<file path="config.mk">
export PLATFORM = sky130hd
export DESIGN_NAME = pio_setclr_port
export DESIGN_NICKNAME = d
export VERILOG_FILES = /design/src/rtl/pio_pkg.sv /design/src/rtl/pio_rst_sync.sv /design/src/rtl/pio_in_sync.sv /design/src/rtl/pio_out_regs.sv /design/src/rtl/pio_pin_mux.sv /design/src/rtl/pio_setclr_port.sv
export SDC_FILE = /design/constraint.sdc
export NUM_CORES = 1
export LEC_CHECK = 0
export BUFFER_PORTS_ARGS = -buffer_cell sky130_fd_sc_hd__clkbuf_2
export CORE_MARGIN = 1.5
export CORE_UTILIZATION = 40
export CTS_BUF_LIST = sky130_fd_sc_hd__clkbuf_8
export CTS_CLUSTER_DIAMETER = 30
export CTS_CLUSTER_SIZE = 40
export DETAILED_ROUTE_END_ITERATION = 10
export PLACE_DENSITY = 0.69
export SYNTH_ARGS = -nofsm -noshare
export SYNTH_HDL_FRONTEND = slang
export SYNTH_SLANG_ARGS = --single-unit
</file>
<file path="constraint.sdc">
create_clock -name clk -period 0.9 [get_ports clk]
set_input_delay 0.135 -clock clk [delete_from_list [all_inputs] [get_ports clk]]
set_output_delay 0.135 -clock clk [all_outputs]
set_load 0.03 [all_outputs]
</file>
<file path="src/rtl/pio_pkg.sv">
package pio_pkg;
  localparam int unsigned PIO_ADDR_W = 4;

  localparam logic [PIO_ADDR_W-1:0] PIO_OFS_IN_CFG = 4'hD;
  localparam logic [PIO_ADDR_W-1:0] PIO_OFS_SET    = 4'hE;
  localparam logic [PIO_ADDR_W-1:0] PIO_OFS_CLR    = 4'hF;

  typedef enum logic [1:0] {
    PIO_OP_NONE,
    PIO_OP_CFG,
    PIO_OP_SET,
    PIO_OP_CLR
  } pio_op_e;

  function automatic pio_op_e pio_decode(input logic wr, input logic [PIO_ADDR_W-1:0] addr);
    pio_op_e op;
    op = PIO_OP_NONE;
    if (wr) begin
      unique case (addr)
        PIO_OFS_IN_CFG: op = PIO_OP_CFG;
        PIO_OFS_SET:    op = PIO_OP_SET;
        PIO_OFS_CLR:    op = PIO_OP_CLR;
        default:        op = PIO_OP_NONE;
      endcase
    end
    return op;
  endfunction
endpackage

</file>
<file path="src/rtl/pio_rst_sync.sv">
module pio_rst_sync #(
  parameter int unsigned STAGES = 2
) (
  input  logic clk,
  input  logic rst_n_async,
  output logic rst_n_sync
);
  logic [STAGES-1:0] chain_q;
  logic [STAGES-1:0] chain_d;

  always_comb begin
    chain_d = {chain_q[STAGES-2:0], 1'b1};
  end

  always_ff @(posedge clk or negedge rst_n_async) begin
    if (!rst_n_async) chain_q <= '0;
    else              chain_q <= chain_d;
  end

  assign rst_n_sync = chain_q[STAGES-1];
endmodule

</file>
<file path="src/rtl/pio_in_sync.sv">
module pio_in_sync #(
  parameter int unsigned WIDTH  = 8,
  parameter int unsigned STAGES = 2
) (
  input  logic             clk,
  input  logic             rst_n,
  input  logic [WIDTH-1:0] pins_raw,
  output logic [WIDTH-1:0] pins_sync
);
  logic [WIDTH-1:0] stage_q [STAGES];
  logic [WIDTH-1:0] stage_d [STAGES];

  generate
    for (genvar s = 0; s < STAGES; s++) begin : g_stage
      if (s == 0) begin : g_first
        always_comb stage_d[s] = pins_raw;
      end else begin : g_rest
        always_comb stage_d[s] = stage_q[s-1];
      end

      always_ff @(posedge clk or negedge rst_n) begin
        if (!rst_n) stage_q[s] <= '1;
        else        stage_q[s] <= stage_d[s];
      end
    end
  endgenerate

  assign pins_sync = stage_q[STAGES-1];
endmodule

</file>
<file path="src/rtl/pio_out_regs.sv">
module pio_out_regs
  import pio_pkg::*;
#(
  parameter int unsigned WIDTH = 8
) (
  input  logic             clk,
  input  logic             rst_n,
  input  pio_op_e          op,
  input  logic [WIDTH-1:0] wdata,
  output logic [WIDTH-1:0] out_q,
  output logic [WIDTH-1:0] cfg_q
);
  logic [WIDTH-1:0] out_d;
  logic [WIDTH-1:0] cfg_d;
  logic             out_en;
  logic             cfg_en;

  always_comb begin
    out_en = (op == PIO_OP_SET) || (op == PIO_OP_CLR);
    cfg_en = (op == PIO_OP_CFG);
    out_d  = out_q;
    if (op == PIO_OP_SET)      out_d = out_q | wdata;
    else if (op == PIO_OP_CLR) out_d = out_q & ~wdata;
    cfg_d  = wdata;
  end

  always_ff @(posedge clk or negedge rst_n) begin
    if (!rst_n)      out_q <= '0;
    else if (out_en) out_q <= out_d;
  end

  always_ff @(posedge clk or negedge rst_n) begin
    if (!rst_n)      cfg_q <= '0;
    else if (cfg_en) cfg_q <= cfg_d;
  end

  assert_reset_clear_R1: assert property (@(posedge clk)
    !rst_n |-> (out_q == '0 && cfg_q == '0));

  assert_set_bits_R2: assert property (@(posedge clk) disable iff (!rst_n)
    op == PIO_OP_SET |=> ((out_q & $past(wdata)) == $past(wdata)) &&
                         ((out_q & ~$past(wdata)) == ($past(out_q) & ~$past(wdata))));

  assert_clr_bits_R3: assert property (@(posedge clk) disable iff (!rst_n)
    op == PIO_OP_CLR |=> ((out_q & $past(wdata)) == '0) &&
                         ((out_q & ~$past(wdata)) == ($past(out_q) & ~$past(wdata))));

  assert_other_hold_R7: assert property (@(posedge clk) disable iff (!rst_n)
    op == PIO_OP_NONE |=> $stable(out_q) && $stable(cfg_q));

  assert_cfg_load_R8: assert property (@(posedge clk) disable iff (!rst_n)
    op == PIO_OP_CFG |=> $stable(out_q) && (cfg_q == $past(wdata)));
endmodule

</file>
<file path="src/rtl/pio_pin_mux.sv">
module pio_pin_mux #(
  parameter int unsigned WIDTH = 8
) (
  input  logic [WIDTH-1:0] out_reg,
  input  logic [WIDTH-1:0] route_sel,
  input  logic [WIDTH-1:0] alt_src,
  output logic [WIDTH-1:0] pins_n
);
  generate
    for (genvar b = 0; b < WIDTH; b++) begin : g_bit
      always_comb begin
        if (route_sel[b]) pins_n[b] = alt_src[b];
        else              pins_n[b] = ~out_reg[b];
      end
    end
  endgenerate
endmodule

</file>
<file path="src/rtl/pio_setclr_port.sv">
module pio_setclr_port
  import pio_pkg::*;
#(
  parameter int unsigned WIDTH       = 8,
  parameter int unsigned SYNC_STAGES = 2,
  parameter int unsigned RST_STAGES  = 2
) (
  input  logic                  clk,
  input  logic                  rst_n,
  input  logic                  bus_wr,
  input  logic                  bus_rd,
  input  logic [PIO_ADDR_W-1:0] bus_addr,
  input  logic [WIDTH-1:0]      bus_wdata,
  output logic [WIDTH-1:0]      bus_rdata,
  input  logic [WIDTH-1:0]      pin_in_n,
  input  logic [WIDTH-1:0]      alt_fn_in,
  output logic [WIDTH-1:0]      pin_out_n
);
  logic             rst_sync_n;
  logic [WIDTH-1:0] in_sync;
  logic [WIDTH-1:0] out_reg;
  logic [WIDTH-1:0] cfg_reg;
  pio_op_e          op;

  pio_rst_sync #(.STAGES(RST_STAGES)) u_rst (
    .clk         (clk),
    .rst_n_async (rst_n),
    .rst_n_sync  (rst_sync_n)
  );

  pio_in_sync #(.WIDTH(WIDTH), .STAGES(SYNC_STAGES)) u_in (
    .clk       (clk),
    .rst_n     (rst_sync_n),
    .pins_raw  (pin_in_n),
    .pins_sync (in_sync)
  );

  always_comb op = pio_decode(bus_wr, bus_addr);

  pio_out_regs #(.WIDTH(WIDTH)) u_regs (
    .clk   (clk),
    .rst_n (rst_sync_n),
    .op    (op),
    .wdata (bus_wdata),
    .out_q (out_reg),
    .cfg_q (cfg_reg)
  );

  pio_pin_mux #(.WIDTH(WIDTH)) u_mux (
    .out_reg   (out_reg),
    .route_sel (cfg_reg),
    .alt_src   (alt_fn_in),
    .pins_n    (pin_out_n)
  );

  always_comb begin
    bus_rdata = '0;
    if (bus_rd && bus_addr == PIO_OFS_IN_CFG) bus_rdata = in_sync;
  end
endmodule

</file>
==> metrics.cfg, run 1 <==
[detailed_routing]
drt_iter0_drc=15
vias=952
wl_um=2700
ant_nets=0
viasPerCell=4.49
wire_per_inst_um=12.7
drc=0
dr.pass1.iters=2

[clocking]
clk_latency_ns=0.27
cts.clk_slew.worst_paths_ns=0.06
htreeDepth=2
cts_buffers=5
clock-sinks=34
clockBufferDepth=2
cts_tree=done
cts-root-buf=clkbuf_8

[floorplan]
die_h_um=60.7
fp.coreArea_um2=3100
io_pins=48
initial_core_util_pct=42.9
die_x_um=60.7
core.rowCount=20
die_area_um2=3680

[yosys]
synth_area_um2=1330
ys_ff_latch=34
ys_types=14
synth_cells=97
ys_warn_count=0
ys_seq_area_share_pct=65.4
synth_nets=129
syn-mean-instance-area_um2=13.7

[pwr]
clockPowerShare_pct=26.9
p_int_mw=2.96
swShare_pct=27.7
powerDensity_nw_per_um2=1990
seqPwrFrac_pct=47.1
peakVddDrop_mv=1.01
netSwitchingPower_mw=1.14
combPwrFrac_pct=26.1
p_leak_nw=1.06
design_power_total_mw=4.09

[placement]
io_buffers=47
place_congestion=0.693
place_ws_ns=-0.244
post-dp-hpwl_um=1850

[global_route]
grt_max_degree=17
antenna_found_initial=0
busiest_layer=met2
grt_pass1_wl_um=4150
first_global_vias=988
grt_overflow=0
use_met1_pct=18.5
use_met2_pct=25.2
grt_use_total_pct=15.8
use_met3_pct=4.48

[setup_path]
critPathMaxStageDelay_ns=0.52
cp-end-kind=output pin
critPathKind=flip-flop to output pin
cp_slowest_cell=dfstp_2
crit_path_start_kind=flip-flop
crit_required_ns=0.76
path_cells=and3_4, buf_8
arrival_ns=1.10
path_max_fanout=1

[finish]
diodes=0
area_delta_synth_final_pct=54.1
drive_gt1_share_pct=62.5
nets=199

[outcome]
violations=negative setup slack
status=finished with violations

[sta]
setup_tns_ns=-4.32
hold_viol=0
layout_setup_ws_ns=-0.331
fin_crit_ns=1.23
clock_skew_ns=0.00345
max_freq_mhz=813
rsz0062_at_grt=true
setup_violations=18
hold_ws_ns=0.0886
final_max_slew_viol_count=0
finalCritPeriodShare_pct=137

[worst_hold_path]
min_path_type=input pin to flip-flop

[run]
maxCapViolations=0

## synth_stat cells
master   count  share of area, %
nand2_8      1               1.5
and4_1       1              0.66
conb_1       1              0.28
buf_6        2               1.7
dfstp_2     16                32
inv_1        8               2.3
mux2_4       8               9.0
mux2i_1      8               6.0
and3_2       8               4.5
and4b_1      1              0.75
o21ai_0      8               3.0
nand2_1     16               4.5
dfrtp_1     18                34
buf_2        1              0.38
## layout make-up
class                   count  area (µm²)
inverters                   8        30.0
clock inverters             2        8.76
well taps                  44        55.1
flip-flops and latches     34         872
fillers                   249        1050
repair buffers             66         552
clock buffers               6        82.6
multi-input cells          52         452
## worst max-delay path, delay by kind of cell (launching register included)
| family | cells | cell delay [ns] |
|---|---|---|
| AND/OR/NAND/NOR | 1 | 0.19 |
| buffers and inverters | 1 | 0.12 |
| flip-flops | 1 | 0.52 |
## per-layer routing
metal	part of all wire [%]	vias to the layer above
met1	39	462
met3	4.1	6
met4	2.7	0
li1	-	455
met5	0	-
met2	54	29
## per-stage QoR
step	instance area (µm²)	util [%]	instances
after global routing	2050	66.1	212
after floorplan	1360	-	97
after global placement	1670	53.7	191
after detailed placement	1670	53.7	191
after CTS	2000	64.6	210
final	2050	66.1	212
## timing repair
action | 4_1_cts | 5_1_grt
endpoints found under the setup margin | 16 | 18
endpoints found under the hold margin | 10 | 0
setup buffers | 2 | 2
pin swaps | 2 | 3
gates resized for setup | 33 | 15
hold buffers | 9 | 0
## power by group through the flow
stage	Combinational [mW]	Clock [mW]	Sequential, mW
6_report	1.07	1.10	1.93
5_1_grt	1.14	1.21	1.95
4_1_cts	1.03	1.13	1.92
3_5_place_dp	0.803	0	1.95
3_3_place_gp	0.778	0	1.93
2_1_floorplan	0.561	0	1.93
## final timing paths
| check | startpoint | endpoint | slack, ns | cells past startpoint |
|---|---|---|---|---|
| hold reg to reg | u_rst.chain_q[1]$_DFF_PN0_ | async pin | 0.21 | 1 |
| setup / recovery | u_in.pins_sync[2]$_DFF_PN1_ | bus_rdata[2] | -0.33 | 2 |
| hold / removal | bus_addr[0] | flip-flop | 0.09 | 2 |
| setup reg to reg | u_regs.cfg_q[1]$_DFFE_PN0N_ | u_regs.cfg_q[1]$_DFFE_PN0N_ | -0.02 | 2 |
| max in group asynchronous | u_rst.chain_q[1]$_DFF_PN0_ | u_in.stage_d[4]$_DFF_PN1_ | 0.45 | 1 |
| min in group asynchronous | rst_n | u_rst.chain_q[0]$_DFF_PN0_ | 0.17 | 2 |
## cells by family (layout without fill, tap and decap cells)
kind of cell	count (synthesis)	in the layout	synth area share (%)
AO/OA/AOI/OAI	8	8	3.01
buffers and inverters	11	82	4.32
flip-flops	34	34	65.4
multiplexers	16	16	15.0
other	1	1	0.282
AND/OR/NAND/NOR	27	27	11.9
## cells in the final DEF (no fill, tap or decap), drive strengths merged
cell / synthesis / routed
mux2i: 8 / 8
mux2: 8 / 8
nand2: 17 / 17
clkinv: 0 / 1
and4: 1 / 1
dfrtp: 18 / 18
dfstp: 16 / 16
buf: 3 / 19
and4b: 1 / 1
o21ai: 8 / 8
and3: 8 / 8
dlygate4sd3: 0 / 9
inv: 8 / 9
conb: 1 / 1
clkbuf: 0 / 44
No activity file was read; power rests on OpenSTA's default activity.
==> run 2: changes to the inputs <==
ABC_CLOCK_PERIOD_IN_PS = 1050   (was default)
SKIP_CTS_REPAIR_TIMING = 1   (was default)
clock period = 1.05 ns   (was 0.9 ns; I/O delays follow)
==> metrics.cfg, run 2 (synthesis gave the netlist of run 1 again) <==
[outcome]
status=finished with violations  ; unchanged
violations=negative setup slack  ; unchanged

[finish]
drive_gt1_share_pct=58.1  ; was 62.5%
fin_util_pct=62.4  ; was 66.1%
final_cell_mix=clkbuf_2, dfrtp_1, nand2_1, dfstp_2, buf_4  ; was clkbuf_2, dfrtp_1, nand2_1, dfstp_2, clkbuf_8
area_delta_synth_final_pct=45.5  ; was 54.1%
final_area_um2=1940  ; was 2050 µm²
diodes=0  ; unchanged
instances_no_fill=211  ; was 212
nets=198  ; was 199
layout_commonest_cell=clkbuf_2  ; unchanged
fillers=255  ; was 249

[detailed_routing]
wire_per_inst_um=12.2  ; was 12.7 µm
dr.pass1.iters=2  ; unchanged
viasPerCell=4.32  ; was 4.49
wl_um=2570  ; was 2700 µm
drt_iter0_drc=5  ; was 15
ant_nets=0  ; unchanged
drc=0  ; unchanged
vias=911  ; was 952

[floorplan]
fp.coreArea_um2=3100  ; unchanged
die_h_um=60.7  ; unchanged
core.rowCount=20  ; unchanged
io_pins=48  ; unchanged
die_area_um2=3680  ; unchanged
die_x_um=60.7  ; unchanged
initial_core_util_pct=42.9  ; unchanged

[worst_hold_path]
min_path_type=input pin to flip-flop  ; unchanged
hold_path_depth=2  ; unchanged

[global_route]
first_global_vias=804  ; was 988
grt_max_degree=33  ; was 17
grt_overflow=0  ; unchanged
grt_pass1_wl_um=3680  ; was 4150 µm
grt_use_total_pct=14.5  ; was 15.8%
antenna_found_initial=0  ; unchanged

[setup_path]
rrSetupSlack_ns=0.15  ; was -0.02 ns
critPathKind=flip-flop to output pin  ; unchanged
path_max_fanout=1  ; unchanged
arrival_ns=1.10  ; about the same
crit_required_ns=0.89  ; was 0.76 ns
reg2regPathDepth=2  ; unchanged
cp-end-kind=output pin  ; unchanged
crit_path_start_kind=flip-flop  ; unchanged

[sta]
max_freq_mhz=794
fin_crit_ns=1.26
layout_setup_ws_ns=-0.209  ; was -0.331 ns
rsz0062_at_grt=true  ; unchanged
setup_tns_ns=-2.16  ; was -4.32 ns
setup_violations=16  ; was 18
hold_ws_ns=0.127  ; was 0.0886 ns
finalCritPeriodShare_pct=120
clock_skew_ns=0.00304  ; was 0.00345 ns
hold_viol=0  ; unchanged
final_max_slew_viol_count=0  ; unchanged

[clocking]
cts-root-buf=clkbuf_8  ; unchanged
clk_latency_ns=0.28  ; was 0.27 ns
htreeDepth=2  ; unchanged
clockBufferDepth=2  ; unchanged
clock-sinks=34  ; unchanged
cts.clk_slew.worst_paths_ns=0.06  ; about the same
cts_tree=done  ; unchanged
cts_buffers=5  ; unchanged

[placement]
dp.cells=189  ; was 191
place_ws_ns=-0.172  ; was -0.244 ns
dpl_cell_area_um2=1640  ; was 1670 µm²
post-dp-hpwl_um=1700  ; was 1850 µm
io_buffers=47  ; unchanged
place_congestion=0.639  ; was 0.693

[pwr]
p_leak_nw=1.03  ; was 1.06 nW
swShare_pct=27.5  ; was 27.7%
seqPwrFrac_pct=48.1  ; was 47.1%
combPwrFrac_pct=24.0  ; was 26.1%
peakVddDrop_mv=1.11  ; was 1.01 mV
design_power_total_mw=3.38  ; was 4.09 mW
clockPowerShare_pct=27.9  ; was 26.9%
powerDensity_nw_per_um2=1750  ; was 1990 nW/µm²
p_int_mw=2.45  ; was 2.96 mW
netSwitchingPower_mw=0.929  ; was 1.14 mW

[run]
maxCapViolations=0  ; unchanged

run 2: critical path, cell delays in order (launching register included):
cell     delay (ns)
dfstp_2        0.53
and3_4         0.17
buf_6          0.12
run 2: final timing paths:
kind                                        startpoint                           to
max                        u_in.pins_sync[5]$_DFF_PN1_                 bus_rdata[5]
min                                       bus_wdata[1]  u_regs.cfg_q[1]$_DFFE_PN0N_
max reg2reg                u_regs.cfg_q[6]$_DFFE_PN0N_  u_regs.cfg_q[6]$_DFFE_PN0N_
min reg2reg                 u_rst.chain_q[1]$_DFF_PN0_  u_regs.cfg_q[2]$_DFFE_PN0N_
max in group asynchronous   u_rst.chain_q[1]$_DFF_PN0_  u_in.pins_sync[0]$_DFF_PN1_
min in group asynchronous                        rst_n   u_rst.chain_q[0]$_DFF_PN0_
run 2: power by group through the flow:
stage               Sequential (mW)  Clock, mW  Combinational [mW]
floorplan                      1.63          0               0.452
global placement               1.63          0               0.640
detailed placement             1.64          0               0.655
CTS                            1.62      0.983               0.655
global route                   1.64       1.04               0.877
finish                         1.63      0.942               0.813
run 2: layout make-up:
cell class	instances	area, µm²	share of cell area, %
Clock buffer	6	82.6	4.26
Clock inverter	2	8.76	0.452
Inverter	8	30.0	1.55
Multi-Input combinational cell	52	410	21.2
Sequential cell	34	871	45.0
Tap cell	44	55.1	2.84
Timing Repair Buffer	65	479	24.7
run 2: layer usage:
| layer | part of all wire [%] | routed length [µm] | GRT usage (%) |
|---|---|---|---|
| met1 | 41 | 1050 | 17.8 |
| met2 | 53 | 1360 | 22.4 |
| met3 | 4.6 | 118 | 5.12 |
| met4 | 1.6 | 41 | 7.45 |
| met5 | 0 | 0 | 0 |
